--- config.mk ---
export PLATFORM = sky130hd
export DESIGN_NAME = coh_line_ctrl
export DESIGN_NICKNAME = d
export VERILOG_FILES = /design/src/rtl/coh_line_ctrl.sv
export SDC_FILE = /design/constraint.sdc
export NUM_CORES = 1
export LEC_CHECK = 0
export ABC_CLOCK_PERIOD_IN_PS = 9000
export BUFFER_PORTS_ARGS = -buffer_cell sky130_fd_sc_hd__clkbuf_2
export CAP_MARGIN = 5
export CORE_MARGIN = 10
export CORE_UTILIZATION = 50
export DETAILED_ROUTE_END_ITERATION = 8
export PLACE_DENSITY = 0.72
export SYNTH_ARGS = -nofsm -noshare
export SYNTH_HDL_FRONTEND = slang
export SYNTH_SLANG_ARGS = --single-unit
--- constraint.sdc ---
create_clock -name clk -period 9 [get_ports clk]
set_clock_uncertainty 0.15 [all_clocks]
set_input_delay 1.8 -clock clk [delete_from_list [all_inputs] [get_ports clk]]
set_output_delay 1.8 -clock clk [all_outputs]
set_load 0.02 [all_outputs]
--- src/rtl/coh_line_ctrl.sv ---
module coh_line_ctrl #(
  parameter int AW = 8,
  parameter int IW = 2,
  parameter int DW = 16
) (
  input  logic          clk,
  input  logic          rst_n,
  input  logic          wt_mode,
  input  logic          light_sleep,
  input  logic          acc_valid,
  input  logic          acc_write,
  input  logic [AW-1:0] acc_addr,
  input  logic [DW-1:0] acc_wdata,
  output logic          acc_ready,
  output logic [DW-1:0] acc_rdata,
  output logic          req_valid,
  output logic [1:0]    req_type,
  output logic [AW-1:0] req_addr,
  output logic [DW-1:0] req_data,
  input  logic          req_ack,
  input  logic          ack_shared,
  input  logic [DW-1:0] ack_data,
  input  logic          snp_valid,
  input  logic          snp_type,
  input  logic [AW-1:0] snp_addr,
  output logic          snp_ready,
  output logic          snp_hit,
  output logic          snp_dirty,
  output logic [DW-1:0] snp_data
);
  localparam int NL = 1 << IW;
  localparam int TW = AW - IW;
  localparam logic [1:0] ST_I = 2'd0, ST_S = 2'd1, ST_E = 2'd2, ST_M = 2'd3;
  localparam logic [1:0] RQ_INV = 2'd0, RQ_FILL = 2'd1, RQ_FINV = 2'd2, RQ_WB = 2'd3;
  localparam logic SN_INV = 1'b1;

  logic [1:0]    st  [NL];
  logic [TW-1:0] tg  [NL];
  logic [DW-1:0] dat [NL];

  logic [IW-1:0] aidx, sidx, ridx;
  logic [TW-1:0] atag, stag;
  logic          a_hit, ack_now, loc_go, quick, need_req;
  logic [1:0]    dirty_st, new_type;

  assign aidx = acc_addr[IW-1:0];
  assign atag = acc_addr[AW-1:IW];
  assign sidx = snp_addr[IW-1:0];
  assign stag = snp_addr[AW-1:IW];
  assign ridx = req_addr[IW-1:0];

  assign a_hit    = (st[aidx] != ST_I) && (tg[aidx] == atag);
  assign ack_now  = req_valid && req_ack;
  assign loc_go   = !req_valid && acc_valid && !light_sleep && !snp_valid;
  assign quick    = loc_go && a_hit && !(acc_write && st[aidx] == ST_S);
  assign need_req = loc_go && !quick;
  assign dirty_st = wt_mode ? ST_E : ST_M;

  always_comb begin
    if (a_hit)                 new_type = RQ_INV;
    else if (st[aidx] == ST_M) new_type = RQ_WB;
    else if (acc_write)        new_type = RQ_FINV;
    else                       new_type = RQ_FILL;
  end

  assign acc_ready = quick || (ack_now && req_type != RQ_WB);
  assign acc_rdata = ack_now ? ack_data : dat[aidx];

  assign snp_ready = snp_valid && !ack_now;
  assign snp_hit   = (st[sidx] != ST_I) && (tg[sidx] == stag);
  assign snp_dirty = snp_hit && st[sidx] == ST_M;
  assign snp_data  = dat[sidx];

  always_ff @(posedge clk) begin
    if (!rst_n) begin
      for (int i = 0; i < NL; i++) st[i] <= ST_I;
      req_valid <= 1'b0;
      req_type  <= RQ_INV;
      req_addr  <= '0;
      req_data  <= '0;
    end else begin
      if (snp_ready && snp_hit)
        st[sidx] <= (snp_type == SN_INV) ? ST_I : ST_S;
      if (quick && acc_write && st[aidx] == ST_E)
        st[aidx] <= dirty_st;
      if (ack_now) begin
        case (req_type)
          RQ_WB:   st[ridx] <= ST_I;
          RQ_FILL: st[ridx] <= ack_shared ? ST_S : ST_E;
          default: st[ridx] <= dirty_st;
        endcase
        req_valid <= 1'b0;
      end else if (need_req) begin
        req_valid <= 1'b1;
        req_type  <= new_type;
        req_addr  <= (new_type == RQ_WB) ? {tg[aidx], aidx} : acc_addr;
        req_data  <= dat[aidx];
      end
    end
  end

  always_ff @(posedge clk) begin
    if (quick && acc_write) dat[aidx] <= acc_wdata;
    if (ack_now) begin
      case (req_type)
        RQ_FILL: begin tg[ridx] <= req_addr[AW-1:IW]; dat[ridx] <= ack_data; end
        RQ_FINV: begin tg[ridx] <= req_addr[AW-1:IW]; dat[ridx] <= acc_wdata; end
        RQ_INV:  dat[ridx] <= acc_wdata;
        default: ;
      endcase
    end
  end

  for (genvar g = 0; g < NL; g++) begin : g_chk

    wt_no_mod_chk: assert property (@(posedge clk) disable iff (!rst_n)
      (wt_mode && $past(wt_mode) && st[g] == ST_M) |-> $past(st[g]) == ST_M);
  end


  req_hold_chk: assert property (@(posedge clk) disable iff (!rst_n)
    (req_valid && !req_ack) |=> (req_valid && $stable(req_type) && $stable(req_addr) && $stable(req_data)));


  sleep_quiet_chk: assert property (@(posedge clk) disable iff (!rst_n)
    $rose(req_valid) |-> !$past(light_sleep));


  snp_inv_chk: assert property (@(posedge clk) disable iff (!rst_n)
    (snp_ready && snp_type == SN_INV && snp_hit) |=> st[$past(sidx)] == ST_I);


  snp_fill_chk: assert property (@(posedge clk) disable iff (!rst_n)
    (snp_ready && snp_type != SN_INV && snp_hit) |=> st[$past(sidx)] == ST_S);
endmodule

* Yosys cells after proc, flatten, opt, wreduce, memory -nomap -nowiden
Memories as Yosys holds them, arrays and structs flattened.
Cells that the tools add are included.
** Storage, ports and cells
- Memory bits (writable) :: 96
- Input port bits :: 58
- Output and inout bits :: 63
- Bits in registers :: 27
- Memories kept :: 3
** Cells by class
- Equal/unequal tests :: 11
- Muxes and demuxes :: 53
- Bitwise operators :: 7
- Reduce and logical (&&, ||, !) cells :: 33
** Memories
- dat :: depth 4, bits a word 16, rd ports 2, clocked after memory_dff 0, write ports 1, RTL line 39 : logic [DW-1:0] dat [NL];
- tg :: depth 4, bits a word 6, rd ports 2, clocked after memory_dff 0, write ports 1, RTL line 38 : logic [TW-1:0] tg [NL];
- st :: depth 4, bits a word 2, rd ports 2, clocked after memory_dff 0, write ports 4, RTL line 37 : logic [1:0] st [NL];
** Operators by type and width (count)
- 16-bit 2-to-1 mux :: 4
- 1-bit 2-to-1 mux :: 34
- 2-bit 2-to-1 mux :: 13
- 1-bit logical AND :: 16
- 16-bit OR reduction :: 1
- 2-bit == test (second input constant) :: 6
- 6-bit == test :: 2
- 2-bit OR reduction :: 5
- 8-bit 2-to-1 mux :: 1
- 1-bit logical NOT :: 6
- 6-bit 2-to-1 mux :: 1
- 1-bit bitwise OR :: 5
- 2-bit by 1-bit == test with 1-bit output (second input constant) :: 2
- 2-bit nonzero test :: 2
- 2-bit logical NOT :: 1
- 2-bit inequality test (second input constant) :: 1
- 1-bit inverter :: 2
- 2-bit AND reduction :: 1
- 1-bit logical OR :: 1

* Longest topological paths before layout
Gate-level depths: netlist of run 1.
- Word-level depth :: 14
- Mapped depth :: 8

* Least setup slack after synthesis of run 1
Ideal clock, no wire load.
- Kind :: input to output
- Start :: input port snp_addr[0]
- End :: output port snp_dirty
- Data required time :: 7.050 ns
- Buffers on the path :: 2
- Cell stages on the path :: 7
- Data arrival time :: 3.832 ns
- Setup slack :: 3.218 ns
- Cell sequence :: buf_6 > buf_6 > mux4_2 > xnor2_1 > nand2_1 > nor3b_1 > and3_1
** Between the ends
- Cells in the longest elaborated chain, start to end :: 4
- Elaborated cells on any way between the ends :: 7
- Classes of those cells :: eq/ne: 2; reduce/logical: 3; memory: 2
** Ends and longest elaborated chain
- from (decl) :: RTL line 25 : input logic [AW-1:0] snp_addr,
- memory 4 x 6 bit or memory 4 x 2 bit (tied branches)
- 6-bit == test or 2-bit nonzero test (tied branches) :: RTL line 70 : assign snp_hit = (st[sidx] != ST_I) && (tg[sidx] == stag);
- 1-bit logical AND * :: RTL line 70
- via snp_hit :: RTL line 27 : output logic snp_hit,
- 1-bit logical AND * :: RTL line 71 : assign snp_dirty = snp_hit && st[sidx] == ST_M;
- to (decl) :: RTL line 28 : output logic snp_dirty,
The timed path passes the listed nets; every way through them passes the cells marked *.

* Worst setup path in the final report of run 1
- Start :: input port acc_addr[0]
- End :: output port acc_ready
** Between the ends
- Cells in the longest elaborated chain, start to end :: 6
- Elaborated cells on any way between the ends :: 11
- Classes of those cells :: eq/ne: 2; reduce/logical: 7; memory: 2
** Ends and longest elaborated chain
- from (decl) :: RTL line 12 : input logic [AW-1:0] acc_addr,
- memory 4 x 6 bit or memory 4 x 2 bit (tied branches)
- 6-bit == test, or another cell as far along :: RTL line 52 : assign a_hit = (st[aidx] != ST_I) && (tg[aidx] == atag);
- 1-bit logical AND, on equally long branches :: RTL line 52, 55
- 1-bit logical AND or 1-bit logical NOT (tied branches) :: RTL line 55 : assign quick = loc_go && a_hit && !(acc_write && st[aidx] == ST_S);
- 1-bit logical AND * :: RTL line 55
- 1-bit logical OR * :: RTL line 66 : assign acc_ready = quick || (ack_now && req_type != RQ_WB);
- to (decl) :: RTL line 14 : output logic acc_ready,
Every way passes the cells marked *; elsewhere a longest branch is shown, timed or not.

==> results of run 1 <==
[synthesized netlist by cell type (all sizes together), types with 2 or more instances]
cell type  number  area (um^2)
edfxtp         96         2883
nand2          60        225.2
mux4           46         1051
a21oi          30        161.4
o21ai          28        140.1
dfxtp          27        540.5
nand3          26        130.1
buf            16        91.34
mux2           16        180.2
clkbuf         15        57.55
xnor2          13        136.4
nor4            9        56.30
nor2            8        32.54
a311oi          6        52.55
inv             6        22.52
nand2b          6        37.54
nand4           6        52.55
and3            4        25.02
mux2i           4        40.04
nor3            4        20.02
o22ai           4        25.02
a211oi          3        32.53
a21o            3        22.52
and2            3        18.77
a2111oi         2        42.54
a32o            2        20.02
o21a            2        15.01
o31ai           2        20.02
xor2            2        17.52
[routing by layer]
metal	up-vias	GRT usage, %	part of all wire, %
met5	-	0	0
met4	0	8.096	2.2
met3	29	5.793	7.3
met2	203	33.42	51
met1	2279	23.76	39
li1	2047	-	-
[how the worst max path moves through the flow]
| stage | slack [ps] | endpoint | from |
|---|---|---|---|
| after floorplan | 3220 | snp_dirty | snp_addr[0] |
| after global placement | 2390 | acc_ready | acc_addr[0] |
| after detailed placement | 2300 | acc_ready | acc_addr[0] |
| after CTS | 2310 | acc_ready | acc_addr[0] |
| after global routing | 2140 | acc_ready | acc_addr[0] |
| final | 2340 | acc_ready | acc_addr[0] |
[final cells by class]
class,count,area [um^2]
clock buffers,17,425.4
clock inverters,15,125.1
fillers,959,4582
inverters,6,22.52
multi-input cells,300,2685
flip-flops and latches,123,3423
well taps,168,210.2
repair buffers,125,638.1
[worst max-delay path, stage by stage]
cell and delay [ps]:
clkbuf_2 450, buf_4 420, mux4_1 640, xnor2_1 280, nand4_4 240, a211oi_2 240, buf_4 280, a21o_1 150
clkbuf_2 160
[cell families after synthesis]
logic type / Yosys count / synth area share, %
muxes: 66 / 20.35
xor gates and xnor gates: 15 / 2.464
and+or+nand+nor: 133 / 10.52
buffers and inverters: 37 / 2.744
DFF: 123 / 54.81
AOI/OAI and AO/OA: 86 / 9.114
[metrics by stage]
step	total power, W	utilization [%]
floorplan	0.0007309	-
global placement	0.0007786	57.62
detailed placement	0.0007815	57.62
CTS	0.001403	62.17
global route	0.001443	62.17
finish	0.001395	62.17
[state kept, by name, summed over array words and instances (netlist names)]
signal / count
dat: 64
req_addr: 8
req_data: 16
req_type: 2
req_valid: 1
st: 8
tg: 24
[power by group through the flow]
stage	combinational [W]	clock (W)	sequential, W
after floorplan	0.0000897	0	0.000641
after global placement	0.000141	0	0.000637
after detailed placement	0.000144	0	0.000638
after CTS	0.000145	0.000632	0.000626
after global routing	0.000156	0.000660	0.000627
final	0.000144	0.000625	0.000626
[cells in the final DEF, fill, tap and decap left out, drive strengths merged, types with 2 or more instances in the layout]
master    instances
edfxtp           96
dfxtp            27
nor4              9
xor2              2
a21oi            30
clkbuf          137
nand3            26
nor2              8
xnor2            13
o22ai             4
a2111oi           2
o31ai             2
nand4             6
nand2            60
mux4             46
a311oi            6
a211oi            3
nor3              4
o21ai            28
a32o              2
and3              4
clkinvlp          2
and2              3
clkinv            9
a21o              3
mux2             16
inv               9
nand2b            6
mux2i             4
o21a              2
buf               5
==> results.json, run 1 <==
{
  "p_sw_w": 0.0003406,
  "h-tree-depth": 4,
  "vias_per_cell": 6.045,
  "p_comb_share_pct": 10.3,
  "start_util_pct": 51.57,
  "slew_headroom_pct": 29.34,
  "yosys_register_bits": 123,
  "r2r-start": "tg[1][1]$_DFFE_PP_",
  "p_per_area_mw_per_mm2": 185.3,
  "rr_worst_depth": 6,
  "stdcell_area_mm2": 0.007530,
  "synth-edff-count": 96,
  "hp-class": "reg -> reg",
  "placed_cells": 722,
  "p_leak_nw": 2.766,
  "setup_viol": 0,
  "syn_avg_cell_area_um2": 13.58,
  "stdcell_count": 754,
  "hpwl_um": 11960,
  "min_path_cells": 2,
  "first_pass_iters": 5,
  "holdBufCountCts": 0,
  "max_freq_mhz": 150.2,
  "die_y_um": 131.8,
  "path_clk_slew_ps": 50,
  "cts.sinks": 123,
  "synthDistinctLibCells": 53,
  "placed_area_mm2": 0.006979,
  "grt_antenna_before_repair": 0,
  "cts_buffers": 17,
  "finalMaxSlewViolations": 0,
  "antennaDiodeCount": 0,
  "syn_nets": 518,
  "drc_errors": 0,
  "min_to": "req_data[0]$_SDFFE_PN0P_",
  "status": "completed",
  "maxCapViolCount": 0,
  "die_area_mm2": 0.01736,
  "wl_per_cell_um": 22.47,
  "internal_power_w": 0.001055,
  "seq_area_frac_synth_pct": 54.81,
  "rr_endpoint": "dat[2][15]$_DFFE_PP_",
  "rows": 40,
  "worstPathRequired_ps": 7050,
  "track_usage_pct": 20.01,
  "core_area_mm2": 0.01211,
  "ioPinCount": 121,
  "clkPwrFrac_pct": 44.8,
  "critPathKind": "in -> out",
  "final-hold-violation-count": 0,
  "cp_data_arrival_time_ps": 4710,
  "worst_setup_path_start_kind": "primary input",
  "hold_ws_ps": 332.7,
  "peakVddDrop_mv": 0.1917,
  "timing.setup.tns_ps": 0,
  "routed-via-count": 4558,
  "drive_gt1_share_pct": 39.42,
  "grt_pass1_vias": 4832,
  "nets": 631,
  "tightest_slew_ps": 1059,
  "finalCritPeriodShare_pct": 73.97,
  "min_from": "req_data[0]$_SDFFE_PN0P_",
  "synth_ff_type": "edfxtp_1",
  "grt_pass1_wl_um": 27100,
  "rsz0062_at_grt": "no",
  "rrSetupSlack_ps": 5490,
  "p_seq_share_pct": 44.9,
  "io_buffers": 120,
  "synthArstFlopShare_pct": 0,
  "dpl_worst_slack_ps": 2302,
  "syn_to_final_growth_pct": 20.55,
  "setup_slack_ps": 2342,
  "drtIter0Drc": 508,
  "drt_wl_total_um": 16940,
  "grt-ovfl-total": 0,
  "routabilityCongestion": 0.9021,
  "cp_max_fo": 20,
  "cts_tree": "done",
  "root_buffer": "clkbuf_16",
  "clock_latency_ps": 420,
  "switching_share_pct": 24.41,
  "cts_resized": 0,
  "grt_start_max_net_pins": 33,
  "end_kind": "output pin",
  "die_w_um": 131.8,
  "min_period_ps": 6658,
  "drtAntennaViolNets": 0,
  "syn_inst": 460,
  "netlist_area_mm2": 0.006246,
  "yosys_warnings": 0,
  "post_cts_buffers": 0,
  "clock_path_buffers": 2
}
(Power assumes the default switching activity.)
==> inputs of run 2 (changes only) <==
ABC_CLOCK_PERIOD_IN_PS = 6700   (was 9000)
clock period = 6.7 ns   (was 9 ns; I/O delays follow)
==> run 2 against run 1 <==
Flip-flop and latch count did not move. Highest routed layer unchanged. Die area stayed put. Largest cell class unchanged. Count of clock-buffer cells in the layout up 2.
==> results.json, run 2 (synthesis results as in run 1) <==
{
  "status": "completed",
  "nets": 631,
  "rows": 40,
  "worst_setup_path_start_kind": "primary input",
  "cp-startpoint": "acc_addr[0]",
  "maxCapViolCount": 0,
  "cts_resized": 0,
  "drt_wl_total_um": 17560,
  "die_w_um": 131.8,
  "cts_tree": "done",
  "drc_errors": 0,
  "finalCritPeriodShare_pct": 81.23,
  "clock_latency_ps": 420,
  "layout_commonest_cell": "clkbuf_2",
  "hp-class": "reg -> reg",
  "cp_data_arrival_time_ps": 3950,
  "cts.sinks": 123,
  "die_y_um": 131.8,
  "cp_max_fo": 21,
  "min_from": "req_data[14]$_SDFFE_PN0P_",
  "r2r-start": "req_valid$_SDFFE_PP0P_",
  "slew_headroom_pct": 26.50,
  "setup_viol": 0,
  "reg_top3": "dat (64), tg (24), req_data (16)",
  "wl_per_cell_um": 23.28,
  "worstPathRequired_ps": 5210,
  "drive_gt1_share_pct": 39.93,
  "finalMaxSlewViolations": 0,
  "grt_pass1_vias": 4867,
  "min_to": "req_data[14]$_SDFFE_PN0P_",
  "die_area_mm2": 0.01736,
  "rr_worst_depth": 6,
  "first_pass_iters": 6,
  "drtAntennaViolNets": 0,
  "drtIter0Drc": 509,
  "path_clk_slew_ps": 60,
  "p_leak_nw": 2.807,
  "top_register": "dat",
  "grt-ovfl-total": 0,
  "start_util_pct": 51.57,
  "syn_to_final_growth_pct": 21.81,
  "routed-via-count": 4723,
  "timing.setup.tns_ps": 0,
  "largest_reg_flops": 64,
  "rr_endpoint": "st[1][0]$_SDFFCE_PN0P_",
  "min_path_cells": 2,
  "antennaDiodeCount": 0,
  "io_buffers": 120,
  "routabilityCongestion": 0.8979,
  "ioPinCount": 121,
  "root_buffer": "clkbuf_16",
  "final-hold-violation-count": 0,
  "core_area_mm2": 0.01211,
  "max_freq_mhz": 183.7,
  "rrSetupSlack_ps": 3200,
  "end_kind": "output pin",
  "clock_path_buffers": 2,
  "rsz0062_at_grt": "no",
  "final_util_pct": 62.82,
  "hpwl_um": 12010,
  "post_cts_buffers": 0,
  "h-tree-depth": 4,
  "grt_pass1_wl_um": 27460,
  "nFillCells": 914,
  "holdBufCountCts": 0,
  "track_usage_pct": 20.09,
  "min_period_ps": 5442,
  "vias_per_cell": 6.264,
  "critPathKind": "in -> out",
  "peakVddDrop_mv": 0.2239,
  "p_per_area_mw_per_mm2": 263.0,
  "cts_buffers": 17,
  "grt_antenna_before_repair": 0,
  "tightest_slew_ps": 1098,
  "final_cell_mix": "120 x clkbuf_2, 96 x edfxtp_1, 60 x nand2_1, 42 x mux4_2, 29 x a21oi_1",
  "grt_start_max_net_pins": 33
}
[run 2: cell types whose count changed in the layout (fill, tap and decap cells not counted), sizes merged]
| cell | before | now |
|---|---|---|
| clkinvlp | 2 | 1 |
| bufinv | 1 | 3 |
| inv | 9 | 12 |
| clkinv | 9 | 3 |
| clkbuf | 137 | 139 |
[run 2: worst max-delay path, stage by stage]
cell	delay, ps
clkbuf_2	550
mux4_1	700
xnor2_1	260
nand4_4	230
a211oi_2	250
buf_4	290
a21o_1	150
clkbuf_2	170
[run 2: report_power, final]
part,switching (W),total (W),internal (W)
Sequential,0.00000885,0.000841,0.000832
Clock,0.000346,0.000964,0.000618
Combinational,0.000118,0.000196,0.0000778
[run 2: through the flow]
step	total power [W]	hold WS [ps]	instance area, um^2	std cells	setup WS (ps)
after CTS	0.002005	333.8	7609	754	1246
after detailed placement	0.001051	324.4	6985	722	1260
final	0.002001	334.6	7609	754	1258
after floorplan	0.0009818	403.7	6246	460	1838
after global routing	0.002057	355.9	7609	754	1119
after global placement	0.001048	318.7	6985	722	1292
[run 2: how the worst max path moves through the flow]
stage	to	cells past startpoint
2_1_floorplan	snp_dirty	7
6_report	acc_ready	8
3_5_place_dp	acc_ready	8
5_1_grt	acc_ready	8
3_3_place_gp	acc_ready	8
4_1_cts	acc_ready	8
[run 2: layout make-up]
cell class / instances / area (um^2) / share of cell area [%]
tap: 168 / 210.2 / 2.763
sequential: 123 / 3423 / 44.99
clock inverter: 13 / 158.9 / 2.088
timing repair buffer: 125 / 638.1 / 8.387
inverter: 6 / 22.52 / 0.2960
clock buffer: 19 / 464.2 / 6.101
multi-input combinational: 300 / 2691 / 35.37
[run 2: layer usage]
layer  vias up  wire (um)  GRT usage (%)
li1       2049          -              -
met1      2370       6911          23.85
met2       260       9039          34.40
met3        44       1229          5.069
met4         0        376          7.478
met5         -          0              0
==> inputs of run 3 (changes only) <==
ABC_CLOCK_PERIOD_IN_PS = 5450   (was 6700)
clock period = 5.45 ns   (was 6.7 ns; I/O delays follow)
==> run 3 against run 2 <==
Hold slack got worse by 6.8 ps. Worst setup slack lost 290 ps. Die area stayed put. Routed wire length down 1.3%. Via count rose by 0.38%. Count of clock-buffer cells in the layout up 10. Register-to-register slack worse by 920 ps. Clock power is 0.8% higher. Final area down 0.84%. Global-route usage barely moved.
==> results.json, run 3 (synthesis results as in run 1) <==
{
  "status": "completed",
  "worst_setup_path_start_kind": "primary input",
  "max_freq_mhz": 223.3,
  "final-hold-violation-count": 0,
  "end_kind": "output pin",
  "grt_start_max_net_pins": 30,
  "cts.sinks": 123,
  "wl_per_cell_um": 22.73,
  "syn_to_final_growth_pct": 20.79,
  "nets": 639,
  "drc_errors": 0,
  "finalCritPeriodShare_pct": 82.18,
  "hold_ws_ps": 327.8,
  "cts_tree": "done",
  "drtIter0Drc": 560,
  "die_w_um": 131.8,
  "routed-via-count": 4741,
  "maxCapViolCount": 0,
  "grt_antenna_before_repair": 0,
  "clock_path_buffers": 2,
  "ioPinCount": 121,
  "routabilityCongestion": 0.9231,
  "vias_per_cell": 6.222,
  "largest_reg_flops": 64,
  "track_usage_pct": 20.10,
  "p_leak_nw": 2.785,
  "die_area_mm2": 0.01736,
  "cts_buffers": 17,
  "placed_area_mm2": 0.007039,
  "post_cts_buffers": 0,
  "clock_latency_ps": 420,
  "top_register": "dat",
  "cts_resized": 0,
  "die_y_um": 131.8,
  "switching_share_pct": 23.39,
  "critPathKind": "in -> out",
  "io_buffers": 120,
  "drtAntennaViolNets": 0,
  "layout_commonest_cell": "clkbuf_2",
  "timing.setup.tns_ps": 0,
  "grt_pass1_vias": 4934,
  "peakVddDrop_mv": 0.2360,
  "slowest_delay_ps": 380,
  "p_seq_share_pct": 46.1,
  "start_util_pct": 51.57,
  "p_sw_w": 0.0005258,
  "cpMostUsedCell": "clkbuf_2",
  "core_area_mm2": 0.01211,
  "holdBufCountCts": 0,
  "drive_gt1_share_pct": 38.89,
  "reg_top3": "dat (64), tg (24), req_data (16)",
  "rsz0062_at_grt": "no",
  "worstPathRequired_ps": 4210,
  "p_comb_share_pct": 10.7,
  "cp_slowest_cell": "buf_4",
  "grt_pass1_wl_um": 27120,
  "antennaDiodeCount": 0,
  "clkPwrFrac_pct": 43.2,
  "slew_headroom_pct": 27.12,
  "drt_wl_total_um": 17320,
  "path_clk_slew_ps": 50,
  "finalMaxSlewViolations": 0,
  "min_period_ps": 4479,
  "path_cells": "clkbuf_2 -> buf_4 -> mux2i_1 -> xor2_1 -> nand3_1 -> a211oi_2 -> a21o_1 -> clkbuf_2",
  "cp_max_fo": 20,
  "final_cell_mix": "120 x clkbuf_2, 96 x edfxtp_1, 60 x nand2_1, 42 x mux4_2, 29 x a21oi_1",
  "hp-class": "reg -> reg",
  "root_buffer": "clkbuf_16",
  "internal_power_w": 0.001722,
  "h-tree-depth": 4,
  "hpwl_um": 12330,
  "first_pass_iters": 5,
  "cp_data_arrival_time_ps": 3240,
  "stdcell_area_mm2": 0.007545,
  "setup_viol": 0,
  "tightest_slew_ps": 1092,
  "rows": 40,
  "grt-ovfl-total": 0,
  "p_per_area_mw_per_mm2": 297.9
}
[run 3: path summary, 6_finish.rpt]
check,start,slack (ps),cells past startpoint,to
max,acc_addr[0],970,8,acc_ready
max reg2reg,req_valid$_SDFFE_PP0P_,2280,6,st[1][0]$_SDFFCE_PN0P_
min reg2reg,req_data[0]$_SDFFE_PN0P_,330,2,req_data[0]$_SDFFE_PN0P_
min,req_data[0]$_SDFFE_PN0P_,330,2,req_data[0]$_SDFFE_PN0P_
[run 3: layout make-up]
class                           count  area, um^2
Inverter                            6       22.52
Clock buffer                       29       490.5
Timing Repair Buffer              133       698.2
Sequential cell                   123        3423
Tap cell                          168       210.2
Fill cell                         954        4567
Multi-Input combinational cell    300        2685
Clock inverter                      3       15.01
[run 3: per-layer routing]
| layer | global-route usage (%) | vias up | wire [um] |
|---|---|---|---|
| met2 | 33.81 | 271 | 8732 |
| met3 | 5.602 | 37 | 1416 |
| met4 | 8.776 | 0 | 419 |
| met1 | 23.55 | 2363 | 6751 |
| li1 | - | 2070 | - |
| met5 | 0 | - | 0 |
[run 3: power by group through the flow]
stage          clock network, W  registers (W)  logic [W]
2_1_floorplan                 0        0.00106   0.000148
3_3_place_gp                  0        0.00105   0.000235
3_5_place_dp                  0        0.00105   0.000240
4_1_cts                0.000978        0.00104   0.000242
5_1_grt                 0.00102        0.00104   0.000259
6_report               0.000972        0.00104   0.000241
[run 3: worst max-delay path: cells and delay by family]
family / cells / cell delay [ps]
buffers and inverters: 3 / 730
AOI/OAI and AO/OA: 2 / 540
and+or+nand+nor: 1 / 340
muxes: 1 / 320
xor gates and xnor gates: 1 / 190
[run 3: per-stage QoR]
step	total power [W]	setup slack, ps	utilization (%)	instances
detailed placement	0.001293	989.1	58.12	730
global placement	0.001288	1008	58.12	730
floorplan	0.001207	1088	-	460
finish	0.002248	971.0	62.29	762
global route	0.002315	754.9	62.29	762
CTS	0.002255	982.3	62.29	762
